**src/rtl/osw_pkg.sv**
```systemverilog
package osw_pkg;
   localparam int OSW_TAPS    = 8;
   localparam int OSW_MAX_EXP = 18;
   localparam int OSW_SEL_W   = $clog2(OSW_TAPS);

   // tap index 0 is the shortest threshold (status bit 7)
   function automatic int tap_exp(input int idx);
      case (idx)
         0:       return 8;
         1:       return 9;
         2:       return 10;
         3:       return 11;
         4:       return 13;
         5:       return 15;
         6:       return 17;
         default: return 18;
      endcase
   endfunction
endpackage

```
**src/rtl/osw_tap_table.sv**
```systemverilog
module osw_tap_table
   import osw_pkg::*;
#(
   parameter int SCALE_DOWN = 0,
   parameter int CNT_W      = OSW_MAX_EXP + 1
) (
   output logic [OSW_TAPS-1:0][CNT_W-1:0] thr
);
   for (genvar g = 0; g < OSW_TAPS; g++) begin : g_tap
      localparam int SH = tap_exp(g) - SCALE_DOWN;
      assign thr[g] = {{(CNT_W-1){1'b0}}, 1'b1} << SH;
   end
endmodule

```
**src/rtl/osw_sat_counter.sv**
```systemverilog
module osw_sat_counter #(
   parameter int CNT_W = 19
) (
   input  logic             clk,
   input  logic             rst_n,
   input  logic             clear,
   input  logic             en,
   output logic [CNT_W-1:0] cnt
);
   always_ff @(posedge clk or negedge rst_n) begin
      if (!rst_n)     cnt <= '0;
      else if (clear) cnt <= '0;
      else if (en)    cnt <= cnt + 1'b1;
   end
endmodule

```
**src/rtl/osw_thermo.sv**
```systemverilog
module osw_thermo
   import osw_pkg::*;
#(
   parameter int CNT_W = 19
) (
   input  logic [CNT_W-1:0]               cnt,
   input  logic [OSW_TAPS-1:0][CNT_W-1:0] thr,
   output logic [OSW_TAPS-1:0]            status
);
   // shortest threshold drives the MSB
   for (genvar g = 0; g < OSW_TAPS; g++) begin : g_cmp
      assign status[OSW_TAPS-1-g] = (cnt >= thr[g]);
   end
endmodule

```
**src/rtl/osw_stab_wait.sv**
```systemverilog
module osw_stab_wait
   import osw_pkg::*;
#(
   parameter int SCALE_DOWN = 0
) (
   input  logic       clk_osc,
   input  logic       rst_n,
   input  logic       restart,
   input  logic       stop_mode,
   input  logic [2:0] wait_sel,
   output logic [7:0] stab_status,
   output logic       stab_done
);
   localparam int CNT_W = OSW_MAX_EXP - SCALE_DOWN + 1;

   if (SCALE_DOWN < 0 || SCALE_DOWN > 8) begin : g_bad_scale
      $error("SCALE_DOWN must lie in 0..8");
   end
   if (OSW_SEL_W != 3) begin : g_bad_sel
      $error("select width must be 3");
   end

   logic [OSW_TAPS-1:0][CNT_W-1:0] thr;
   logic [CNT_W-1:0]               cnt;
   logic [CNT_W-1:0]               limit;
   logic                           clr;
   logic                           done_q;
   logic                           reach;

   assign clr   = restart | stop_mode;
   assign limit = thr[wait_sel];
   assign reach = (cnt >= limit);

   osw_tap_table #(.SCALE_DOWN(SCALE_DOWN), .CNT_W(CNT_W)) u_tab (
      .thr (thr)
   );

   osw_sat_counter #(.CNT_W(CNT_W)) u_cnt (
      .clk   (clk_osc),
      .rst_n (rst_n),
      .clear (clr),
      .en    (!stab_done),
      .cnt   (cnt)
   );

   osw_thermo #(.CNT_W(CNT_W)) u_therm (
      .cnt    (cnt),
      .thr    (thr),
      .status (stab_status)
   );

   // done holds once reached, independent of later select changes
   always_ff @(posedge clk_osc or negedge rst_n) begin
      if (!rst_n)   done_q <= 1'b0;
      else if (clr) done_q <= 1'b0;
      else          done_q <= stab_done;
   end

   assign stab_done = done_q | reach;
endmodule

```
**config.mk**
```make
export PLATFORM = sky130hd
export DESIGN_NAME = osw_stab_wait
export DESIGN_NICKNAME = d
export VERILOG_FILES = /design/src/rtl/osw_pkg.sv /design/src/rtl/osw_tap_table.sv /design/src/rtl/osw_sat_counter.sv /design/src/rtl/osw_thermo.sv /design/src/rtl/osw_stab_wait.sv
export SDC_FILE = /design/constraint.sdc
export NUM_CORES = 1
export LEC_CHECK = 0
export ABC_AREA = 1
export CAP_MARGIN = 20
export CORE_UTILIZATION = 44
export CTS_BUF_LIST = sky130_fd_sc_hd__clkbuf_8 sky130_fd_sc_hd__clkbuf_16
export DETAILED_ROUTE_END_ITERATION = 8
export HOLD_SLACK_MARGIN = 0.02
export PLACE_DENSITY = 0.66
export SYNTH_ARGS = -nofsm -noshare
export SYNTH_HDL_FRONTEND = slang
export SYNTH_SLANG_ARGS = --single-unit
```
**constraint.sdc**
```tcl
create_clock -name clk_osc -period 1.97 [get_ports clk_osc]
set_input_delay 0.394 -clock clk_osc [delete_from_list [all_inputs] [get_ports clk_osc]]
set_output_delay 0.394 -clock clk_osc [all_outputs]
set_load 0.1 [all_outputs]
```
==> flow_summary.yaml, run 1 <==
global_routing:
  grt_max_degree: 21
  antenna_found_initial: 0
  grt_overflow: 0
  grt_pass1_vias: 1637
  grt_pass1_wl_um: 7450
  track_usage_pct: 22.6
floorplanning:
  fp-row-count: 22
  core_mm2: 0.00380
  dieArea_mm2: 0.00436
  start_util_pct: 47.5
  fp.dieH_um: 66.0
  ios: 16
  die_w_um: 66.0
status:
  violations: "setup timing"
  outcome: "complete, but fails checks"
worst_setup_path:
  crit_type: "reg -> out"
  required_ns: 1.58
  cp.arrival_ns: 1.78
  crit_fanout: 4
  cp_slowest_cell: "dfrtp_2"
  max_stage_delay_ns: 0.45
  cp-end-kind: "output port"
  path_cells: "nor2_4 -> nand2_4 -> or3_4 -> nor3_4 -> buf_6 -> nand3_4 -> buf_12"
  path_buf_inv: 2
  start_kind: "flip-flop"
  cpLargestDelayFamily: "simple AND/OR/NAND/NOR gates"
timing:
  skew_ns: 0.00117
  drv_slew: 0
  max_slew_margin_pct: 71.0
  hold_viol_final: 0
  fin_ws_ns: -0.207
  maxClockFrequency_mhz: 459
  hold_ws_ns: 0.469
  tightest_slew_ns: 0.434
  final.min_clock_period_ns: 2.18
  rsz0062_at_grt: "true"
  min_period_over_period_pct: 110
  setup_viol: 7
logic_synthesis:
  yosysWarnings: 0
  ys_seq_elements: 20
  synthCells: 262
  synth_area_mm2: 0.00180
  synth_edf_count: 0
  synth_top_area_share_pct: 27.8
  synth_flop_cell: "dfrtp_1"
  yosys.area.top_type: "dfrtp_1"
  avgSynthCellArea_um2: 6.88
  synth-async-reset-ratio_pct: 100
  syn_nets: 279
  seq_area_frac_synth_pct: 27.8
  yosys-top-cells-area: "dfrtp_1 (28%), nand2_1 (17%), nor2_1 (8.7%)"
  synthDistinctLibCells: 30
route:
  route.detailed.drc: 0
  totalWireLength_um: 4220
  drt_iter0_drc: 58
  drtPass1Iterations: 4
  ant_nets: 0
  via_per_inst: 4.99
  wl_per_cell_um: 12.0
  dr_total_vias: 1745
cells_and_area:
  fill_cells: 339
  fin_nets: 320
  final_cells: 350
  fin_util_pct: 62.9
  drive_gt1_share_pct: 28.8
  syn_to_final_growth_pct: 32.5
  num_antenna_cells: 0
  register_area_um2: 503
  finalInstanceArea_mm2: 0.00239
  multi_input_area_mm2: 0.00118
placement:
  port_buffers: 15
  dp_hpwl_um: 3180
  place_inst: 334
  postPlaceCellArea_mm2: 0.00220
  gp_congestion: 0.995
pwr:
  leakage_nw: 1.18
  ir_worst_vdd_v: 0.000249
  pwr_density_cell_mw_per_mm2: 392
  power_mw: 0.936
cts:
  cts_buffer_depth: 2
  numCtsBuffers: 3
  h-tree-depth: 1
  clk_latency_ns: 0.26
  cts.clk_slew.worst_paths_ns: 0.07
  cts_tree: "yes"
  cts.sinks: 20
  cts_root_buf: "clkbuf_8"
  ctsHoldBuffers: 0
hold_path:
  hold_path.class: "in -> async"
flow_run:
  cap_violations: 0
[worst reg2reg max path: stages, from the launching register on]
cell,delay [ns]
dfrtp_1,0.43
buf_6,0.14
ha_4,0.25
nand2_2,0.05
inv_2,0.08
nand3_4,0.07
a21oi_2,0.16
nor2_4,0.07
nand2_4,0.09
buf_4,0.26
nand2_1,0.08
a21oi_1,0.13
[power breakdown]
group	switching [mW]	leakage [nW]	internal (mW)
combinational	0.133	0.874	0.0700
sequential	0.00451	0.275	0.414
clock	0.137	0.0288	0.178
total	0.274	1.18	0.662
[per-stage QoR]
stage               setup slack (ns)  TNS [ns]
floorplan                     -0.548     -1.80
global placement              -0.524     -9.67
detailed placement            -0.538    -10.11
CTS                           -0.232     -1.22
global route                  -0.284     -1.77
finish                        -0.207     -1.21
[flip-flops by register name, indices dropped and copies added (netlist names)]
name,cells
u_cnt.cnt,19
done_q,1
[logic make-up after synthesis]
kind of cell | count (synthesis) | share of synthesized area (%)
DFF | 20 | 27.8
and+or+nand+nor | 176 | 45.6
adders and majority gates | 10 | 6.94
xor gates and xnor gates | 11 | 5.34
buffers and inverters | 36 | 11.3
AOI/OAI and AO/OA | 9 | 3.05
[layer usage]
metal  vias up  global-route usage (%)  wire length [um]
met3         9                    2.07                92
met1       803                    30.2              1970
li1        902                       -                 -
met5         -                       0                 0
met4         0                    7.98                83
met2        31                    37.8              2070
[area by class of cell]
class	count	share of cell area, %
multi-input cells	206	49.4
flip-flops and latches	20	21.0
repair buffers	47	20.8
inverters	25	3.93
well taps	48	2.51
clock buffers	4	2.30
[cells in the mapped netlist, types with 3 or more instances]
cell type and n:
o21ai_0 4, nand2_1 81, dfrtp_1 20, nand2_2 3, inv_1 23, nand4_1 3, clkbuf_1 3, nand3_1 29
nand3_2 10, ha_1 10, buf_6 5, xor2_1 9, nor2_1 42
[worst paths after layout]
kind                               start              to  slack (ns)  depth (start not counted)
max                        u_cnt.cnt[18]  stab_status[7]       -0.21                          7
min                                rst_n    u_cnt.cnt[1]        0.47                          2
max reg2reg                u_cnt.cnt[17]    u_cnt.cnt[5]        0.08                         11
min reg2reg                 u_cnt.cnt[0]    u_cnt.cnt[0]        0.56                          1
max in group asynchronous          rst_n   u_cnt.cnt[18]        1.28                          2
min in group clk_osc        u_cnt.cnt[0]    u_cnt.cnt[0]        0.56                          1
[cells in the final DEF (no fill, tap or decap), types with 2 or more instances in the layout]
cell type / synthesis / layout
nand4_1: 3 / 3
buf_6: 5 / 5
buf_12: 1 / 10
o21ai_0: 4 / 3
buf_4: 1 / 26
nor3_1: 2 / 2
nand3_4: 0 / 2
o21ai_1: 1 / 2
xnor2_1: 2 / 2
nand3_2: 10 / 10
clkbuf_8: 0 / 4
nor2_4: 2 / 4
inv_2: 1 / 6
inv_1: 23 / 18
nand2_4: 1 / 4
dfrtp_2: 0 / 2
clkdlybuf4s50_1: 0 / 3
ha_1: 10 / 9
buf_2: 0 / 3
dfrtp_1: 20 / 18
nor2_2: 0 / 2
nand3_1: 29 / 27
nand2_1: 81 / 77
nand2_2: 3 / 4
nor2_1: 42 / 38
xor2_1: 9 / 9
[what timing repair did]
| item | 4_1_cts | 5_1_grt |
|---|---|---|
| endpoints found under the setup margin | 26 | 25 |
| pin swaps | 6 | 6 |
| hold endpoints to repair | 0 | 0 |
| gates resized for setup | 20 | 7 |
| buffers inserted | 9 | 3 |
Power figures use the tool's default switching activity.
==> inputs of run 2 (changes only) <==
--- a/config.mk
+++ b/config.mk
@@ -11,7 +11,8 @@
 export CTS_BUF_LIST = sky130_fd_sc_hd__clkbuf_8 sky130_fd_sc_hd__clkbuf_16
 export DETAILED_ROUTE_END_ITERATION = 8
 export HOLD_SLACK_MARGIN = 0.02
-export PLACE_DENSITY = 0.66
+export PLACE_DENSITY = 0.76
+export SKIP_CTS_REPAIR_TIMING = 1
 export SYNTH_ARGS = -nofsm -noshare
 export SYNTH_HDL_FRONTEND = slang
 export SYNTH_SLANG_ARGS = --single-unit
==> run 2 against run 1 <==
  * The run still ends with setup timing left
  * Clock power is 3% higher
  * Cell count is 2.6% lower
  * Register-to-register slack better by 0.03 ns
  * Largest power group unchanged
  * Non-clock buffer count is 9 lower
  * Critical path depth stayed put
  * Critical path type unchanged
  * Sequential cell count stayed put
  * Largest cell class unchanged
  * Power is 0.14% higher
  * Combinational power is 3% lower
  * Worst hold slack worse by 0.0050 ns
  * Global-route usage is 1.4 points lower
  * Critical endpoint unchanged
  * Clock skew is 0.0032 ns higher
==> flow_summary.yaml, run 2 (same netlist as run 1, synthesis figures left out) <==
cts:
  cts.sinks: 20
  h-tree-depth: 1
  clk_latency_ns: 0.26
  cts_root_buf: "clkbuf_8"
  cts_buffer_depth: 2
  cts.clk_slew.worst_paths_ns: 0.08
  cts_tree: "yes"
  numCtsBuffers: 3
timing:
  max_slew_margin_pct: 68.2
  setup_viol: 6
  min_period_over_period_pct: 112
  final.min_clock_period_ns: 2.20
  tightest_slew_ns: 0.477
  skew_ns: 0.00435
  rsz0062_at_grt: "true"
  hold_viol_final: 0
  drv_slew: 0
  fin_ws_ns: -0.230
  maxClockFrequency_mhz: 455
  timing.setup.tns_ns: -1.15
route:
  via_per_inst: 5.04
  ant_nets: 0
  wl_per_cell_um: 12.5
  drt_iter0_drc: 62
  highest_layer: "met4"
  wl_met3_um: 86
  route.detailed.drc: 0
  routedLengthMet1_um: 2070
  wl_met2_um: 2040
  drtPass1Iterations: 4
  totalWireLength_um: 4250
  dr_total_vias: 1719
floorplanning:
  fp.dieH_um: 66.0
  start_util_pct: 47.5
  core_mm2: 0.00380
  fp-row-count: 22
  dieArea_mm2: 0.00436
  die_w_um: 66.0
  ios: 16
pwr:
  swShare_pct: 29.8
  p_int_mw: 0.658
  leakage_nw: 1.15
  ir_worst_vdd_v: 0.000465
  seqPwrFrac_pct: 44.6
  comb_power_share_pct: 21.0
  switching_power_mw: 0.280
  p_clk_share_pct: 34.4
  pwr_density_cell_mw_per_mm2: 405
  power_mw: 0.938
global_routing:
  grt_pass1_vias: 1571
  grt_max_degree: 21
  grt_overflow: 0
  grt_pass1_wl_um: 7030
  track_usage_pct: 21.2
  antenna_found_initial: 0
cells_and_area:
  largest_register_ffs: 19
  layout_common_cells: "nand2_1 (77), nor2_1 (37), nand3_1 (27)"
  top_register: "u_cnt.cnt"
  layout_commonest_cell: "nand2_1"
  syn_to_final_growth_pct: 28.3
  reg_top3: "u_cnt.cnt: 19 flops, done_q: 1 flops"
  fin_util_pct: 60.9
  num_antenna_cells: 0
  fin_nets: 311
  drive_gt1_share_pct: 25.3
  final_cells: 341
  finalInstanceArea_mm2: 0.00231
status:
  outcome: "complete, but fails checks"
  violations: "setup timing"
placement:
  port_buffers: 15
  dp_hpwl_um: 3200
  postPlaceCellArea_mm2: 0.00219
  place_inst: 334
  gp_congestion: 0.930
hold_path:
  hold_path.class: "in -> async"
worst_setup_path:
  crit_type: "reg -> out"
  cp.arrival_ns: 1.81
  start_kind: "flip-flop"
  cp-end-kind: "output port"
  required_ns: 1.58
  crit_fanout: 4
flow_run:
  cap_violations: 0
-- run 2: cell count changes in the layout (fill, tap and decap cells not counted), sizes merged --
cell / previous run / this run
buf: 44 / 32
dlymetal6s2s: 0 / 3
-- run 2: worst paths after layout --
path	startpoint	end	slack (ns)	depth (start not counted)
worst max-delay path	u_cnt.cnt[18]	stab_status[7]	-0.23	7
worst min-delay path	rst_n	u_cnt.cnt[6]	0.46	2
worst max register to register	u_cnt.cnt[17]	u_cnt.cnt[2]	0.11	11
worst min register to register	u_cnt.cnt[4]	u_cnt.cnt[4]	0.60	2
max in group asynchronous	rst_n	u_cnt.cnt[18]	1.27	2
min in group clk_osc	u_cnt.cnt[4]	u_cnt.cnt[4]	0.60	2
-- run 2: area by class of cell --
class                           instances  area (um2)
Sequential cell                        20         502
Inverter                               25        93.8
Tap cell                               48        60.1
Multi-Input combinational cell        206        1170
Clock buffer                            4        55.1
Timing Repair Buffer                   38         432
Fill cell                             342        1490
-- run 2: power by group through the flow --
stage / clock (mW) / sequential (mW) / combinational (mW)
global placement: 0 / 0.426 / 0.188
finish: 0.323 / 0.418 / 0.197
CTS: 0.330 / 0.418 / 0.193
global route: 0.345 / 0.419 / 0.212
detailed placement: 0 / 0.426 / 0.192
floorplan: 0 / 0.425 / 0.148
-- run 2: metal layers --
layer | up-vias | GRT usage (%)
met5 | - | 0
met4 | 0 | 6.12
met3 | 7 | 2.24
met2 | 30 | 36.2
met1 | 796 | 28.1
li1 | 886 | -
-- run 2: metrics by stage --
stage | hold slack, ns | setup WS [ns]
2_1_floorplan | 0.0984 | -0.548
3_3_place_gp | 0.585 | -0.501
3_5_place_dp | 0.594 | -0.549
4_1_cts | 0.466 | -0.554
5_1_grt | 0.490 | -0.300
6_report | 0.464 | -0.230
-- run 2: worst max-delay path, stage by stage, from the launching register on --
cell and delay, ns:
dfrtp_2 0.46, nor2_4 0.12, nand2_4 0.05, or3_4 0.35, nor3_4 0.17, buf_6 0.15, nand3_4 0.07, buf_12 0.17
